## src/rtl/ddr_tx_pkg.sv

```systemverilog
package ddr_tx_pkg;
  typedef enum logic [1:0] {
    ST_IDLE  = 2'd0,
    ST_HOLD  = 2'd1,
    ST_SETUP = 2'd2
  } tx_state_e;

  localparam int unsigned N_TIMERS = 3;
  localparam int unsigned T_SETUP  = 0;
  localparam int unsigned T_HOLD   = 1;
  localparam int unsigned T_GAP    = 2;
endpackage

```

## src/rtl/ddr_tx_timer.sv

```systemverilog
module ddr_tx_timer #(
  parameter int unsigned W = 8
) (
  input  logic         clk_i,
  input  logic         rst_ni,
  input  logic         clr_i,
  output logic [W-1:0] cnt_o
);
  localparam logic [W-1:0] SAT = '1;

  // restart at 1 so the count equals clocks elapsed at the next edge
  always_ff @(posedge clk_i or negedge rst_ni) begin
    if (!rst_ni)           cnt_o <= SAT;
    else if (clr_i)        cnt_o <= W'(1);
    else if (cnt_o != SAT) cnt_o <= cnt_o + 1'b1;
  end
endmodule

```

## src/rtl/ddr_tx_cfg.sv

```systemverilog
module ddr_tx_cfg #(
  parameter int unsigned TW = 8,
  parameter int unsigned NF = 3
) (
  input  logic                  clk_i,
  input  logic                  rst_ni,
  input  logic                  load_i,
  input  logic [NF-1:0][TW-1:0] raw_i,
  output logic [NF-1:0][TW-1:0] q_o
);
  for (genvar g = 0; g < NF; g++) begin : g_fld
    always_ff @(posedge clk_i or negedge rst_ni) begin
      if (!rst_ni)     q_o[g] <= TW'(1);
      else if (load_i) q_o[g] <= (raw_i[g] == '0) ? TW'(1) : raw_i[g];
    end
  end
endmodule

```

## src/rtl/ddr_strobe_tx.sv

```systemverilog
module ddr_strobe_tx
  import ddr_tx_pkg::*;
#(
  parameter int unsigned DW = 16,
  parameter int unsigned TW = 8,
  parameter int unsigned CW = 16
) (
  input  logic          clk_i,
  input  logic          rst_ni,
  input  logic          start_i,
  input  logic [CW-1:0] word_cnt_i,
  input  logic [TW-1:0] setup_i,
  input  logic [TW-1:0] hold_i,
  input  logic [TW-1:0] cycle_i,
  input  logic          pause_i,
  input  logic          in_valid_i,
  input  logic [DW-1:0] in_data_i,
  output logic          in_ready_o,
  output logic [DW-1:0] data_o,
  output logic          strobe_o,
  output logic          busy_o,
  output logic          done_o
);
  localparam logic [TW-1:0] AGE_SAT = '1;

  tx_state_e                         state_q;
  logic [CW-1:0]                     remain_q;
  logic [N_TIMERS-1:0]               tmr_clr;
  logic [N_TIMERS-1:0][TW-1:0]       tmr_cnt;
  logic [N_TIMERS-1:0][TW-1:0]       cfg_raw;
  logic [N_TIMERS-1:0][TW-1:0]       cfg_q;
  logic                              load, fire, tog, fin, hold_ok;
  logic [TW-1:0]                     setup_q, hold_q, cycle_q;

  assign cfg_raw[T_SETUP] = setup_i;
  assign cfg_raw[T_HOLD]  = hold_i;
  assign cfg_raw[T_GAP]   = cycle_i;
  assign setup_q = cfg_q[T_SETUP];
  assign hold_q  = cfg_q[T_HOLD];
  assign cycle_q = cfg_q[T_GAP];

  ddr_tx_cfg #(.TW(TW), .NF(N_TIMERS)) cfg_i (
    .clk_i  (clk_i),
    .rst_ni (rst_ni),
    .load_i (load),
    .raw_i  (cfg_raw),
    .q_o    (cfg_q)
  );

  for (genvar g = 0; g < N_TIMERS; g++) begin : g_tmr
    ddr_tx_timer #(.W(TW)) tmr_i (
      .clk_i  (clk_i),
      .rst_ni (rst_ni),
      .clr_i  (tmr_clr[g]),
      .cnt_o  (tmr_cnt[g])
    );
  end

  assign load    = (state_q == ST_IDLE) && start_i;
  assign hold_ok = tmr_cnt[T_HOLD] >= hold_q;
  assign in_ready_o = (state_q == ST_HOLD) && hold_ok && !pause_i && (remain_q != '0);
  assign fire    = in_ready_o && in_valid_i;
  assign tog     = (state_q == ST_SETUP) && (tmr_cnt[T_SETUP] >= setup_q)
                   && (tmr_cnt[T_GAP] >= cycle_q);
  assign fin     = (state_q == ST_HOLD) && hold_ok && (remain_q == '0);

  assign tmr_clr[T_SETUP] = fire;
  assign tmr_clr[T_HOLD]  = tog;
  assign tmr_clr[T_GAP]   = tog;

  assign busy_o = (state_q != ST_IDLE);

  always_ff @(posedge clk_i or negedge rst_ni) begin
    if (!rst_ni) begin
      state_q  <= ST_IDLE;
      remain_q <= '0;
      data_o   <= '0;
      strobe_o <= 1'b0;
      done_o   <= 1'b0;
    end else begin
      done_o <= fin;
      unique case (state_q)
        ST_IDLE: if (load) begin
          remain_q <= word_cnt_i;
          state_q  <= ST_HOLD;
        end
        ST_HOLD: begin
          if (fire) begin
            data_o   <= in_data_i;
            remain_q <= remain_q - 1'b1;
            state_q  <= ST_SETUP;
          end else if (fin) begin
            state_q <= ST_IDLE;
          end
        end
        ST_SETUP: if (tog) begin
          strobe_o <= ~strobe_o;
          state_q  <= ST_HOLD;
        end
        default: state_q <= ST_IDLE;
      endcase
    end
  end

  // port-side timing observers for the checks below
  logic          obs_strb_q;
  logic [DW-1:0] obs_data_q;
  logic [TW-1:0] obs_dage, obs_eage, obs_prev_gap;
  logic          obs_edge, obs_dchg;

  assign obs_edge = strobe_o != obs_strb_q;
  assign obs_dchg = data_o != obs_data_q;

  always_ff @(posedge clk_i or negedge rst_ni) begin
    if (!rst_ni) begin
      obs_strb_q   <= 1'b0;
      obs_data_q   <= '0;
      obs_dage     <= AGE_SAT;
      obs_eage     <= AGE_SAT;
      obs_prev_gap <= AGE_SAT;
    end else begin
      obs_strb_q <= strobe_o;
      obs_data_q <= data_o;
      obs_dage   <= obs_dchg ? TW'(1) : (obs_dage == AGE_SAT ? AGE_SAT : obs_dage + 1'b1);
      obs_eage   <= obs_edge ? TW'(1) : (obs_eage == AGE_SAT ? AGE_SAT : obs_eage + 1'b1);
      if (obs_edge) obs_prev_gap <= obs_eage;
    end
  end


  setup_win_chk: assert property (@(posedge clk_i) disable iff (!rst_ni)
    obs_edge |-> (!obs_dchg && obs_dage >= setup_q));

  hold_win_chk: assert property (@(posedge clk_i) disable iff (!rst_ni)
    obs_dchg |-> obs_eage >= hold_q);

  edge_gap_chk: assert property (@(posedge clk_i) disable iff (!rst_ni)
    obs_edge |-> obs_eage >= cycle_q);

  same_pol_chk: assert property (@(posedge clk_i) disable iff (!rst_ni)
    obs_edge |-> ({1'b0, obs_eage} + {1'b0, obs_prev_gap}) >= {cycle_q, 1'b0});

  pause_freeze_chk: assert property (@(posedge clk_i) disable iff (!rst_ni)
    pause_i |=> !obs_dchg);

  done_pulse_chk: assert property (@(posedge clk_i) disable iff (!rst_ni)
    done_o |=> !done_o);

  done_hold_chk: assert property (@(posedge clk_i) disable iff (!rst_ni)
    done_o |-> (obs_eage >= hold_q && !busy_o));
endmodule

```

## config.mk

```make
export PLATFORM = sky130hd
export DESIGN_NAME = ddr_strobe_tx
export DESIGN_NICKNAME = d
export VERILOG_FILES = /design/src/rtl/ddr_tx_pkg.sv /design/src/rtl/ddr_tx_timer.sv /design/src/rtl/ddr_tx_cfg.sv /design/src/rtl/ddr_strobe_tx.sv
export SDC_FILE = /design/constraint.sdc
export NUM_CORES = 1
export LEC_CHECK = 0
export BUFFER_PORTS_ARGS = -buffer_cell sky130_fd_sc_hd__buf_2
export CORE_MARGIN = 2
export CORE_UTILIZATION = 61
export CTS_CLUSTER_DIAMETER = 40
export DETAILED_ROUTE_END_ITERATION = 10
export GPL_TIMING_DRIVEN = 1
export PLACE_DENSITY = 0.88
export SYNTH_ARGS = -nofsm -noshare
export SYNTH_HDL_FRONTEND = slang
export SYNTH_SLANG_ARGS = --single-unit
```

## constraint.sdc

```tcl
create_clock -name clk_i -period 4.6 [get_ports clk_i]
set_input_delay 0.92 -clock clk_i [delete_from_list [all_inputs] [get_ports clk_i]]
set_output_delay 0.92 -clock clk_i [all_outputs]
set_load 0.05 [all_outputs]
```

Yosys cells after proc, flatten, opt, wreduce, memory -nomap -nowiden. Cells that the tools add are included.

Register bits after elaboration: 84. Word-level logic and storage cells: 69. Input port bits: 61.

Bitwise gates (word level): 1. Equality and inequality tests: 9. Reduce and logical (&&, ||, !) cells: 24. $add $sub $neg: 4. Magnitude comparators: 3. Mux-type cells: 17.

Operators by type and width (number): 8-bit two-way mux (9); 16-bit two-way mux (2); 16-bit one-hot mux with 2 select lines (1); 8-bit by 1-bit adder with 8-bit output, second input constant (3); 8-bit greater-or-equal comparator (3); 8-bit logical NOT (3); 8-bit != test, second input constant (3); 16-bit logical NOT (1); 16-bit nonzero test (1); 16-bit by 1-bit subtractor with 16-bit output, second input constant (1); 2-bit nonzero test (5); 1-bit logical AND (8); 2-bit two-way mux (4); 2-bit one-hot mux with 3 select lines (1); 3-bit AND reduction (2); 2-bit by 1-bit != test with 1-bit output, second input constant (2); 2-bit AND reduction (2); 3-bit != test, second input constant (1); 2-bit by 1-bit == test with 1-bit output, second input constant (1); 2-bit == test, second input constant (1); 2-bit logical NOT (1); 2-bit != test, second input constant (1); 1-bit logical NOT (1); 1-bit NOT (1).

Logic depth before layout (Yosys ltp).
Depth after elaboration: 7. Gate-level depth with buffers: 10. Gate-level depth less buffers: 8.

By module. From an unflattened synthesis, not the netlist that was laid out.

Cells, all modules: 466. Area, all modules: 4780.8 um^2.

By module, submodules not included: ddr_strobe_tx (cells an instance 262, area each 2492.4 um^2, instances 1, seq. area each 900.9 um^2); ddr_tx_timer (cells an instance 48, area each 444.2 um^2, instances 3, seq. area each 210.2 um^2); ddr_tx_cfg (cells an instance 60, area each 955.9 um^2, instances 1, seq. area each 604.3 um^2).

Worst setup path after synthesis. Ideal clock, no wire load.

Kind: register to output. Start: register g_tmr[1].tmr_i.cnt_o[0]. End: output in_ready_o. Data arrival time: 2.611 ns. Path buffers: 0. Setup slack: 1.069 ns. Cell stages (with the launch flop): 8. Cells stage by stage: dfstp_2 inv_1 ha_1 nor2b_1 o21ai_0 a21oi_4 nand2b_1 nor3b_1.

Cells in the longest elaborated chain, start to end: 4.

RTL lines: start, declared (line ddr_tx_timer.sv:7) `output logic [W-1:0] cnt_o`; start signal, assigned (line ddr_tx_timer.sv:15) `else if (cnt_o != SAT) cnt_o <= cnt_o + 1'b1;`; 8-bit greater-or-equal comparator (line ddr_strobe_tx.sv:60) `assign hold_ok = tmr_cnt[T_HOLD] >= hold_q;`; 1-bit logical AND (3 in series) (line ddr_strobe_tx.sv:61) `assign in_ready_o = (state_q == ST_HOLD) && hold_ok && !pause_i && (remain_q != '0);`; end, declared (line ddr_strobe_tx.sv:18) `output logic in_ready_o,`.

No other way between the ends.

Worst setup path in the final report. Ends and elaborated chain as after synthesis.

==> summary.md <==
| Metric | Value |
|---|---|
| Synth warn | 0 |
| Top fanout value on the critical path | 6 |
| Final TNS setup | 0 ns |
| R2R depth | 8 |
| Die Y | slightly above 90 um |
| Most frequent cells in the layout | 79 x buf_2, 57 x dfrtp_1, 44 x nand2_1 |
| Setup Buffers After CTS | 0 |
| Sequential share of the synthesized area | 46.75% |
| Leak | 2.436 nW |
| Met3 Resource Use GR | about 4.6% |
| Pwr per Cell Area | around 740 nW/um^2 |
| Final HPWL DP | 6.836 mm |
| Synth Area in Simple Gates | 19.01% |
| Worst-Margin Slew | 1.014 ns |
| Post-Synth XOR/XNOR Area | 2.109% |
| Post-synth EDFFs | 0 |
| Worst Setup Start Kind | flop |
| Top FF cell, synth | dfrtp_1 |
| CORE AREA | 7253 um^2 |
| Final setup fails | 0 |
| Share of cells above drive strength 1 | 27.62% |
| # DRC | 0 |
| Post_cts resized | 0 |
| Synth area leader | dfrtp_1 |
| Crit share post-route | 72.36% |
| Outcome | complete, no violations |
| Diodes inserted | 0 |
| DRT Wirelength | between 9 and 10 mm |
| Met1 GRT Util | 31.71% |
| CTS max path bufs | 2 |
| #FFs+latches synth | 84 |
| Initial DRT Pass Iterations | 4 |
| FP Rows | 31 |
| Setup CP Type | reg2out |
| CP endpoint kind | primary output |
| Post-synthesis adder-cell area fraction | 7.669% |
| Vias in the first global route | ~3600 |
| DR vias | 3623 |
| NumNets Final | 627 |
| Worst path arrival time | 2.41 ns |
| Top Ports | 81 |
| Port Buffers | 80 |
| Min-delay src | strobe_o |
| Initial Utilization | between 60% and 70% |
| Per-cell routed wire length | 14.63 um |
| Worst hold endpoint | strobe_o |
| Hold WC Path Type | reg2reg |
| Synth Area in Compound Gates | about 14% |
| Worst hold stages | 1 |
| Setup repair after global routing missed its margin | false |
| CTS Buf Count | 9 |
| Cell count after synthesis | 461 |
| Mapped cell area | 4568 um^2 |
| Initial antenna violation count | 0 |
| Worst-skew pair later-pin latency | roughly 0.36 ns |
| Post-synth ARST share | 100.0% |
| Met2 usage | roughly two fifths |
| Max-cap viol count | 0 |
| CTS Sinks | 84 |
| Via-to-Cell Ratio | between 5 and 6 |
| Max-slew headroom | 32.41% |
| Die Wd | 90.54 um |
| Initial DRC count | 153 |
| CTS Hold Bufs | 0 |
| Avg Inst Size Synth | 9.909 um^2 |
| Fin crit period | 3.329 ns |
| Final core utilization | 71.76% |
| Synth area leaders | dfrtp_1 31%, dfstp_2 16%, ha_1 7.7%, mux2_4 4.3%, o21ai_0 3.8% |
| Slew Limit Fails | 0 |
| Most used routing layer | met2 |
| RR Endpoint | state_q[0] |
| PnR worst setup slack | 1.271 ns |
| Most common cell after layout, fill and taps aside | buf_2 |
| Multiplexer area fraction after synthesis | roughly 5.9% |
| Largest net degree at the start of global routing | 85 |
| Final GP Congestion | between 0.8 and 0.9 |
| Top-area cell type share of the netlist area | 31.22% |
| Global route overflow | 0 |
| CTS clk-pin slew, worst paths | 0.08 ns |
| Critical R2R Launch | g_tmr[1].tmr_i.cnt_o[0] |
| Worst path required time | 3.68 ns |
| FMAX | 0.3004 GHz |
| CTS tree | done |
| Clock Skew | 0.009446 ns |
| Mapped Nets | 550 |
| Fin cells | 642 |
| First-pass GRT wire length | 16.42 mm |
| Root Driver | clkbuf_8 |
| Routed Antenna Nets | 0 |
| Synth-to-layout area growth | 13.94% |
| Pre-CTS setup slack | 1.656 ns |
| Reg2Reg Setup Slack | 1.97 ns |
| Placed Instances | about 630 |
| VDD IR max | 0.3525 mV |
| Unique cell type count in the Yosys netlist | 57 |
| Die area | roughly 8000 um^2 |
| Largest family of logic cells by synthesized area | simple AND/OR/NAND/NOR gates |
| H-Tree Depth | 3 |
| Final-report hold violation count | 0 |
| GRT Resource Usage Total | 24.61% |
logic make-up (layout without fill, tap and decap cells):
family | Yosys count | count (layout)
AOI/OAI and AO/OA | 108 | 108
xor gates and xnor gates | 11 | 11
adders and majority gates | 28 | 28
buffers and inverters | 45 | 127
DFF | 84 | 84
muxes | 20 | 20
and+or+nand+nor | 165 | 165
per-layer routing:
layer  share of wire [%]  routed length, um
met2                  50               4674
met5                   0                  0
met4                 1.1                107
met1                  45               4210
met3                 4.2                398
flip-flops by register name (all words and copies together) (netlist names):
name	flops
cfg_i.q_o	24
data_o	16
done_o	1
g_tmr.tmr_i.cnt_o	24
remain_q	16
state_q	2
strobe_o	1
cell type report:
type	instances	area, um^2
Multi-Input combinational cell	332	2246
Clock buffer	14	162.7
Timing Repair Buffer	82	417.9
Tap cell	99	123.9
Fill cell	543	2048
Inverter	29	108.9
Clock inverter	2	10.01
Sequential cell	84	2136
Yosys cell counts (2+ instances only):
| master | instances |
|---|---|
| nand2_1 | 44 |
| dfstp_2 | 27 |
| o211ai_1 | 2 |
| nor3_1 | 11 |
| xor2_1 | 8 |
| a21o_1 | 3 |
| nand3b_1 | 2 |
| or3_1 | 4 |
| buf_6 | 2 |
| nor2b_1 | 4 |
| o22a_1 | 4 |
| nand4_1 | 7 |
| xnor2_1 | 3 |
| dfrtp_1 | 57 |
| mux2_1 | 3 |
| a21oi_1 | 30 |
| o21ai_1 | 6 |
| o21a_1 | 3 |
| o2bb2ai_1 | 2 |
| o22ai_1 | 4 |
| nand2b_1 | 8 |
| or2_2 | 2 |
| a31oi_1 | 4 |
| nor2_1 | 40 |
| inv_1 | 29 |
| o21ai_0 | 35 |
| mux2i_1 | 4 |
| mux2_4 | 13 |
| buf_1 | 2 |
| nand3_1 | 15 |
| nor4_1 | 6 |
| ha_1 | 28 |
| buf_2 | 6 |
| a211oi_1 | 6 |
| clkbuf_1 | 6 |
| and3_1 | 9 |
| nor4_4 | 2 |
worst max-delay path by stage:
stage          slack [ns]  cells past startpoint               startpoint    endpoint
3_3_place_gp         1.65                      8  g_tmr[1].tmr_i.cnt_o[0]  in_ready_o
5_1_grt              1.13                      8  g_tmr[1].tmr_i.cnt_o[0]  in_ready_o
3_5_place_dp         1.66                      8  g_tmr[1].tmr_i.cnt_o[0]  in_ready_o
2_1_floorplan        1.07                      7  g_tmr[1].tmr_i.cnt_o[0]  in_ready_o
4_1_cts              1.25                      8  g_tmr[1].tmr_i.cnt_o[0]  in_ready_o
6_report             1.27                      8  g_tmr[1].tmr_i.cnt_o[0]  in_ready_o
critical path, stage by stage (launching register included):
cell and delay [ns]:
dfstp_2 0.56, inv_1 0.05, ha_1 0.26, nor2b_1 0.04, o21ai_0 0.32, a21oi_4 0.16
nand2b_1 0.19, nor3b_1 0.19, buf_2 0.29
metrics by stage:
step           hold WS [ns]  power (mW)  instance area [um^2]
3_5_place_dp         0.4594       3.381                  5032
4_1_cts              0.4707       3.865                  5205
6_report             0.4658       3.850                  5205
2_1_floorplan        0.4574       2.924                  4568
3_3_place_gp         0.4573       3.261                  5032
5_1_grt              0.4765       4.180                  5205
report_power, final:
part / internal [mW] / leakage [nW] / switching [mW] / total, mW
registers: 1.18 / 0.972 / 0.314 / 1.49
logic: 0.721 / 1.37 / 1.16 / 1.89
clock network: 0.225 / 0.0905 / 0.244 / 0.469
total: 2.13 / 2.44 / 1.72 / 3.85
Note: power is estimated with default switching activity, not from simulation.
